<file path="src/rtl/ext_fetch_pkg.sv">
package ext_fetch_pkg;
  typedef enum logic [2:0] {
    ST_IDLE  = 3'd0,
    ST_ALE   = 3'd1,
    ST_ADDR  = 3'd2,
    ST_FLOAT = 3'd3,
    ST_PSEN  = 3'd4
  } fetch_state_e;
endpackage

</file>
<file path="src/rtl/ext_fetch_seq.sv">
module ext_fetch_seq
  import ext_fetch_pkg::*;
#(
  parameter int ADDR_W      = 12,
  parameter int DATA_W      = 8,
  parameter int PSEN_CYCLES = 2,
  localparam int CNT_W      = (PSEN_CYCLES > 1) ? $clog2(PSEN_CYCLES) : 1
) (
  input  logic              clk,
  input  logic              rst,
  input  logic              fetch_req,
  input  logic [ADDR_W-1:0] fetch_addr,
  input  logic [DATA_W-1:0] bus_in,
  output logic [ADDR_W-1:0] addr_cur,
  output logic              addr_phase_d,
  output logic [DATA_W-1:0] bus_out,
  output logic              bus_oe,
  output logic              ale,
  output logic              psen_n,
  output logic [DATA_W-1:0] instr_data,
  output logic              instr_valid,
  output logic              busy
);
  localparam logic [CNT_W-1:0] CNT_LAST = CNT_W'(PSEN_CYCLES - 1);

  fetch_state_e       state_q, state_d;
  logic [CNT_W-1:0]   cnt_q;
  logic [ADDR_W-1:0]  addr_q;
  logic               accept;
  logic               sample_d;
  logic               drive_d;

  assign accept   = (state_q == ST_IDLE) && fetch_req;
  assign addr_cur = accept ? fetch_addr : addr_q;
  assign sample_d = (state_q == ST_PSEN) && (cnt_q == CNT_LAST);
  assign drive_d  = (state_d == ST_ALE) || (state_d == ST_ADDR);

  always_comb begin
    state_d = state_q;
    unique case (state_q)
      ST_IDLE:  if (fetch_req) state_d = ST_ALE;
      ST_ALE:   state_d = ST_ADDR;
      ST_ADDR:  state_d = ST_FLOAT;
      ST_FLOAT: state_d = ST_PSEN;
      ST_PSEN:  if (cnt_q == CNT_LAST) state_d = ST_IDLE;
      default:  state_d = ST_IDLE;
    endcase
  end

  assign addr_phase_d = (state_d == ST_ADDR) || (state_d == ST_FLOAT) ||
                        (state_d == ST_PSEN);

  always_ff @(posedge clk) begin
    if (rst) begin
      state_q     <= ST_IDLE;
      cnt_q       <= '0;
      addr_q      <= '0;
      bus_out     <= '0;
      bus_oe      <= 1'b0;
      ale         <= 1'b0;
      psen_n      <= 1'b1;
      instr_data  <= '0;
      instr_valid <= 1'b0;
      busy        <= 1'b0;
    end else begin
      state_q <= state_d;
      if (accept) addr_q <= fetch_addr;
      if (state_q == ST_PSEN) cnt_q <= cnt_q + 1'b1;
      else                    cnt_q <= '0;
      bus_out     <= drive_d ? addr_cur[DATA_W-1:0] : '0;
      bus_oe      <= drive_d;
      ale         <= (state_d == ST_ALE);
      psen_n      <= (state_d != ST_PSEN);
      instr_valid <= sample_d;
      if (sample_d) instr_data <= bus_in;
      busy        <= (state_d != ST_IDLE);
    end
  end
endmodule

</file>
<file path="src/rtl/ext_fetch_addr_latch.sv">
module ext_fetch_addr_latch #(
  parameter int LO_W = 8
) (
  input  logic            clk,
  input  logic            rst,
  input  logic            strobe,
  input  logic [LO_W-1:0] bus_val,
  output logic [LO_W-1:0] lat_q
);
  always_ff @(posedge clk) begin
    if (rst)         lat_q <= '0;
    else if (strobe) lat_q <= bus_val;
  end
endmodule

</file>
<file path="src/rtl/ext_fetch_port_mux.sv">
module ext_fetch_port_mux #(
  parameter int HI_W = 4
) (
  input  logic            clk,
  input  logic            rst,
  input  logic            addr_phase_d,
  input  logic [HI_W-1:0] addr_hi,
  input  logic [HI_W-1:0] io_val,
  output logic [HI_W-1:0] nib_q
);
  always_ff @(posedge clk) begin
    if (rst) nib_q <= '0;
    else     nib_q <= addr_phase_d ? addr_hi : io_val;
  end
endmodule

</file>
<file path="src/rtl/ext_fetch_cs_decode.sv">
module ext_fetch_cs_decode #(
  parameter int SEL_W  = 2,
  parameter int NUM_CS = 3
) (
  input  logic             psen_n,
  input  logic [SEL_W-1:0] sel,
  output logic [NUM_CS-1:0] cs_n
);
  for (genvar k = 0; k < NUM_CS; k++) begin : g_cs
    assign cs_n[k] = !((!psen_n) && (sel == SEL_W'(k)));
  end
endmodule

</file>
<file path="src/rtl/ext_fetch_if.sv">
module ext_fetch_if #(
  parameter int ADDR_W      = 12,
  parameter int DATA_W      = 8,
  parameter int SEL_W       = 2,
  parameter int NUM_CS      = 3,
  parameter int PSEN_CYCLES = 2,
  localparam int HI_W       = ADDR_W - DATA_W,
  localparam int PASS_W     = HI_W - SEL_W
) (
  input  logic              clk,
  input  logic              rst,
  input  logic              fetch_req,
  input  logic [ADDR_W-1:0] fetch_addr,
  input  logic [HI_W-1:0]   port_io,
  input  logic [DATA_W-1:0] bus_in,
  output logic [DATA_W-1:0] bus_out,
  output logic              bus_oe,
  output logic              ale,
  output logic              psen_n,
  output logic [HI_W-1:0]   port_lo,
  output logic [DATA_W-1:0] addr_lat,
  output logic [PASS_W-1:0] mem_a_hi,
  output logic [NUM_CS-1:0] cs_n,
  output logic [DATA_W-1:0] instr_data,
  output logic              instr_valid,
  output logic              busy
);
  logic [ADDR_W-1:0] addr_cur;
  logic              addr_phase_d;
  logic [DATA_W-1:0] bus_wire;

  assign bus_wire = bus_oe ? bus_out : bus_in;

  ext_fetch_seq #(
    .ADDR_W(ADDR_W), .DATA_W(DATA_W), .PSEN_CYCLES(PSEN_CYCLES)
  ) u_seq (
    .clk(clk), .rst(rst), .fetch_req(fetch_req), .fetch_addr(fetch_addr),
    .bus_in(bus_in), .addr_cur(addr_cur), .addr_phase_d(addr_phase_d),
    .bus_out(bus_out), .bus_oe(bus_oe), .ale(ale), .psen_n(psen_n),
    .instr_data(instr_data), .instr_valid(instr_valid), .busy(busy)
  );

  ext_fetch_addr_latch #(.LO_W(DATA_W)) u_lat (
    .clk(clk), .rst(rst), .strobe(ale), .bus_val(bus_wire), .lat_q(addr_lat)
  );

  ext_fetch_port_mux #(.HI_W(HI_W)) u_port (
    .clk(clk), .rst(rst), .addr_phase_d(addr_phase_d),
    .addr_hi(addr_cur[ADDR_W-1:DATA_W]), .io_val(port_io), .nib_q(port_lo)
  );

  assign mem_a_hi = port_lo[PASS_W-1:0];

  ext_fetch_cs_decode #(.SEL_W(SEL_W), .NUM_CS(NUM_CS)) u_cs (
    .psen_n(psen_n), .sel(port_lo[HI_W-1:PASS_W]), .cs_n(cs_n)
  );
endmodule

</file>
<file path="config.mk">
export PLATFORM = sky130hd
export DESIGN_NAME = ext_fetch_if
export DESIGN_NICKNAME = d
export VERILOG_FILES = /design/src/rtl/ext_fetch_pkg.sv /design/src/rtl/ext_fetch_seq.sv /design/src/rtl/ext_fetch_addr_latch.sv /design/src/rtl/ext_fetch_port_mux.sv /design/src/rtl/ext_fetch_cs_decode.sv /design/src/rtl/ext_fetch_if.sv
export SDC_FILE = /design/constraint.sdc
export NUM_CORES = 1
export LEC_CHECK = 0
export BUFFER_PORTS_ARGS = -buffer_cell sky130_fd_sc_hd__buf_2
export CORE_AREA = 5 5 84 86
export CTS_CLUSTER_DIAMETER = 30
export CTS_CLUSTER_SIZE = 25
export DETAILED_ROUTE_END_ITERATION = 16
export DIE_AREA = 0 0 89 91
export PLACE_DENSITY = 0.61
export RECOVER_POWER = 25
export SYNTH_ARGS = -nofsm -noshare
export SYNTH_HDL_FRONTEND = slang
export SYNTH_SLANG_ARGS = --single-unit
</file>
<file path="constraint.sdc">
create_clock -name clk -period 1.95 [get_ports clk]
set_clock_uncertainty 0.15 [all_clocks]
set_input_delay 0.585 -clock clk [delete_from_list [all_inputs] [get_ports clk]]
set_output_delay 0.585 -clock clk [all_outputs]
set_load 0.005 [all_outputs]
</file>
### Yosys cells after proc, flatten, opt, wreduce, memory -nomap -nowiden

Cells that the tools add are included.

* register bits after elaboration: 49
* bits in latches: 0
* bits in writable memories: 0
* memory bits (read-only): 0
* input port bits: 27
* output and inout bits: 38
* word-level logic and storage cells: 49
* memories kept: 0

* add/subtract/negate cells: 1
* multipliers: 0
* div/mod/pow operators: 0
* $lt $le $gt $ge: 0
* eq/ne operators: 11
* shift-type cells: 0
* muxes and demuxes: 6
* bitwise operators: 2
* reductions and logical operators: 17

Operator list (count)
* $pmux 3 s5: 1
* $eq 3x2->1 const B: 4
* $mux 12: 1
* $mux 8: 1
* $eq 3x1->1 const B: 2
* $eq 3x3->1 const B: 2
* $mux 3: 2
* $logic_and 1x1->1: 5
* $logic_not 1->1: 4
* $mux 4: 1
* $reduce_or 2->1: 2
* $logic_not 3->1: 1
* $logic_or 1x1->1: 3
* $ne 3x3->1 const B: 1
* $reduce_bool 3->1: 1
* $eq 2x1->1 const B: 1
* $eq 2x2->1 const B: 1
* $logic_not 2->1: 1
* $not 1->1: 2
* $add 1x1->1 const B: 1

### Depth between registers and ports, before layout

* word-level depth: 6
* mapped depth: 5
* mapped depth without buffers: 3

### Cells and area by module

From an unflattened synthesis, not the netlist that was laid out.

* cells, all modules: 185
* area total of the unflattened synthesis: 1884.3 um^2

By module, submodules not included
* ext_fetch_seq: times used 1, cells an instance 132, area each 1288.7 um^2, seq. area each 740.7 um^2
* ext_fetch_addr_latch: times used 1, cells an instance 26, area each 285.3 um^2, seq. area each 160.2 um^2
* ext_fetch_if: times used 1, cells an instance 11, area each 146.4 um^2, seq. area each 0.0 um^2
* ext_fetch_port_mux: times used 1, cells an instance 13, area each 140.1 um^2, seq. area each 80.1 um^2
* ext_fetch_cs_decode: times used 1, cells an instance 3, area each 23.8 um^2, seq. area each 0.0 um^2

### Least setup slack after synthesis

Ideal clock, no wire load.

* kind: input-to-reg
* start point: input port fetch_req
* end point: register u_seq.bus_out[3]
* setup time: 135 ps
* arrival time: 1362 ps
* data required time: 1665 ps
* path slack: 303 ps
* stages: 4
* path buffers: 1
* cell sequence: nor4b_4 -> buf_6 -> mux2i_1 -> nor2_1

* cells in the longest elaborated chain, start to end: 6
* elaborated cells on any way between the ends: 9
* those cells by class: eq/ne (2); mux (3); bitwise (1); reduce/logical (3)

Ends and longest elaborated chain
* from (decl): line ext_fetch_if.sv:12 `input logic fetch_req,`
* $mux 3: line ext_fetch_seq.sv:41 `ST_IDLE: if (fetch_req) state_d = ST_ALE;`
* $pmux 3 s5: line ext_fetch_seq.sv:40 `unique case (state_q)`
* $eq 3x1->1 or $eq 3x2->1 (tied branches): line ext_fetch_seq.sv:36 `assign drive_d = (state_d == ST_ALE) || (state_d == ST_ADDR);`
* $logic_or 1x1->1: line ext_fetch_seq.sv:36
* $not 1->1 (no line)
* $reduce_or 2->1 (no line)
* to (signal assigned): line ext_fetch_seq.sv:70 `bus_out <= drive_d ? addr_cur[DATA_W-1:0] : '0;`
* to (decl): line ext_fetch_seq.sv:16 `output logic [DATA_W-1:0] bus_out,`

Parallel ways exist; a longest one is shown, timed or not.
A chain may end at the register's enable or synchronous reset.

### Worst setup path after layout

* start point: register u_port.nib_q[2]
* end point: output port cs_n[2]

* cells in the longest elaborated chain, start to end: 3

Ends and longest elaborated chain
* from (decl): line ext_fetch_port_mux.sv:9 `output logic [HI_W-1:0] nib_q`
* from (signal assigned): line ext_fetch_port_mux.sv:13 `else nib_q <= addr_phase_d ? addr_hi : io_val;`
* $eq 2x2->1: line ext_fetch_cs_decode.sv:10 `assign cs_n[k] = !((!psen_n) && (sel == SEL_W'(k)));`
* $logic_and 1x1->1: line ext_fetch_cs_decode.sv:10
* $logic_not 1->1: line ext_fetch_cs_decode.sv:10
* to (decl): line ext_fetch_if.sv:23 `output logic [NUM_CS-1:0] cs_n,`

No other way between the ends.

==> impl_metrics.yaml <==
run_status:
  outcome: "complete, no violations"
grt:
  grt_pass1_wl_um: 7330
  grtUsageTotal: 0.115
  antenna_found_initial: 0
  grt_max_degree: 18
  grt_pass1_vias: 1479
  grt_overflow: 0
clocking:
  tritoncts: "built"
  clockBufferDepth: 2
  numClockSinks: 49
  cts_root_buf: "clkbuf_8"
  insertion_delay_ns: 0.30
  htree_levels: 2
  cts_buffers: 5
  clkTransAtPathRegs_ns: 0.08
detailed_routing:
  vias: 1486
  first_pass_iters: 4
  drt-total-wl_um: 4350
  drc: 0
  drt-vias-per-instance: 4.50
  routedWlPerCell_um: 13.2
  drt_iter0_markers: 122
  antenna_left: 0
run:
  maxCapViolations: 0
synthesis:
  synth_warnings: 0
  yosys-top-cells-count: "49 x dfxtp_1, 34 x nor2_1, 24 x mux2i_1, 22 x nand2_1, 13 x a21oi_1"
  synth_top_cell_by_area: "dfxtp_1"
  syn_inst: 188
  synth-seq-cells: 49
  syn_area_mm2: 0.00182
  synth_compound_area_frac: 0.0997
  synth_fp_nets: 215
  async_flop_share: 0
  synth_edf_count: 0
  synthFlopType: "dfxtp_1"
  synthXorXnorAreaFrac: 0.00481
  yosysMostFrequentCell: "dfxtp_1"
  syn_area_per_cell_um2: 9.68
  synthSimpleGateAreaFrac: 0.170
  synthMuxAreaShare: 0.132
  synth_top_family_by_area: "simple AND/OR/NAND/NOR gates"
  ys_seq_area_frac: 0.539
  synth_fa_ha_area_frac: 0
  synth_cell_types: 25
  synth_top_area_share: 0.539
  synthTopCellsByArea: "dfxtp_1 54%, mux2i_1 13%, nor2_1 7.0%, nand2_1 4.5%, a21oi_1 3.6%"
final_layout:
  n_fill_cell: 633
  drive_above_1_share: 0.308
  final_core_util: 0.373
  fin_cells: 330
  fin_nets: 280
  final_area_mm2: 0.00231
  diodes: 0
  area_growth_pct: 27.1
sta:
  hold_viol_final: 0
  rsz0062_at_grt: "false"
  setup_tns_ns: 0
  fin_crit_sh: 0.955
  tightest_slew_ns: 0.745
  clock.fmax_mhz: 537
  slew_violations: 0
  relSlewSlack: 0.504
  post-route-min-period_ns: 1.86
  setup_viol: 0
setup_path:
  cp_max_fo: 3
  critical_path_class: "flip-flop to output pin"
  startpoint_type: "flip-flop"
  cp.arrival_ns: 1.13
  critPathRequiredTime_ns: 1.21
  endpoint_kind: "output pin"
placement:
  io_buffers: 64
  routabilityCongestion: 0.747
  dp.final_hpwl_um: 3360
  place_area_mm2: 0.00220
  placed_cells: 321
die:
  io_pins: 65
  start_util: 0.293
  dieArea_mm2: 0.00810
  core_mm2: 0.00620
  die_x_um: 89
  rows: 29
  die_h_um: 91
power:
  ir_drop_mv: 0.495
  pwr-share-seq: 0.524
  finalPower_mw: 2.14
  power_density_mw_per_mm2: 924
  p_switching_mw: 0.534
  swShare: 0.250
  power_leakage_nw: 1.02
  power.internal_mw: 1.61
  power.share.clock: 0.321
  power_frac_comb: 0.155
worst_hold_path:
  hp-class: "flip-flop to flip-flop"
## power groups by stage
| stage | clock, mW | combinational, mW | sequential, mW |
|---|---|---|---|
| 4_1_cts | 0.710 | 0.341 | 1.12 |
| 3_3_place_gp | 0 | 0.326 | 1.14 |
| 2_1_floorplan | 0 | 0.231 | 1.13 |
| 3_5_place_dp | 0 | 0.331 | 1.15 |
| 6_report | 0.688 | 0.331 | 1.12 |
| 5_1_grt | 0.745 | 0.374 | 1.13 |
## metal layers
metal,vias to the layer above,routed length [um],GRT usage
met4,0,98,0.0459
met2,33,2030,0.179
met1,674,2070,0.151
met5,-,0,0
met3,9,150,0.0299
li1,770,-,-
## final timing paths
check	from	slack, ns	endpoint	cells past startpoint
setup reg to reg	u_seq.state_q[0]	0.27	u_port.nib_q[2]	3
hold reg to reg	u_seq.instr_data[6]	0.31	u_seq.instr_data[6]	2
hold / removal	u_seq.instr_data[6]	0.31	u_seq.instr_data[6]	2
setup / recovery	u_port.nib_q[2]	0.09	cs_n[2]	2
## layout make-up
class                           count  area (um^2)  area share
Clock buffer                        5         68.8      0.0297
Clock inverter                      2         35.0      0.0151
Inverter                            2         7.51     0.00324
Multi-Input combinational cell    121          742       0.321
Sequential cell                    49          985       0.425
Tap cell                           77         96.3      0.0416
Timing Repair Buffer               74          380       0.164
## state kept, by name, indices dropped and copies added, names as in the netlist, 3 cells and up
| register | flops |
|---|---|
| u_lat.lat_q | 8 |
| u_port.nib_q | 4 |
| u_seq.addr_q | 12 |
| u_seq.bus_out | 8 |
| u_seq.instr_data | 8 |
| u_seq.state_q | 3 |
## cell usage in the layout, fill, tap and decap left out
cell / instances
a21o_1: 1
clkbuf_8: 5
or3_1: 2
nor3_1: 3
clkinv_2: 1
nor4_1: 1
o21ai_1: 1
nor2_1: 34
or3b_4: 1
dfxtp_1: 46
buf_2: 57
buf_4: 8
mux2i_1: 24
clkinv_1: 1
a21oi_1: 13
a221oi_1: 5
bufinv_16: 1
nor4b_4: 1
nand2_1: 22
a211oi_1: 8
nand3_1: 1
nand4bb_1: 1
nor2b_1: 1
xnor2_1: 1
inv_1: 1
dfxtp_2: 3
clkbuf_2: 1
nor4bb_1: 1
clkbuf_1: 8
## cell families (layout without fill, tap and decap cells)
group                  after synthesis  in the layout
AND/OR/NAND/NOR                     68             68
flip-flops                          49             49
AO/OA/AOI/OAI                       28             28
multiplexers                        24             24
buffers and inverters               18             83
XOR/XNOR                             1              1
## stage by stage
stage / hold slack, ns / setup slack [ns]
6_report: 0.310 / 0.0873
4_1_cts: 0.308 / 0.0713
2_1_floorplan: 0.303 / 0.303
3_5_place_dp: 0.295 / 0.165
5_1_grt: 0.340 / 0.0460
3_3_place_gp: 0.291 / 0.219
## what timing repair did
| item | in CTS | in global routing |
|---|---|---|
| buffers inserted | 2 | 0 |
| endpoints found under the setup margin | 1 | 0 |
| hold buffers | 0 | 0 |
| endpoints found under the hold margin | 0 | 0 |
| gates resized for setup | 4 | 0 |
## critical path, cell delays in order (launching register included)
cell and delay (ns):
dfxtp_2 0.33, or3b_4 0.37, buf_2 0.13
Power figures use the tool's default switching activity.
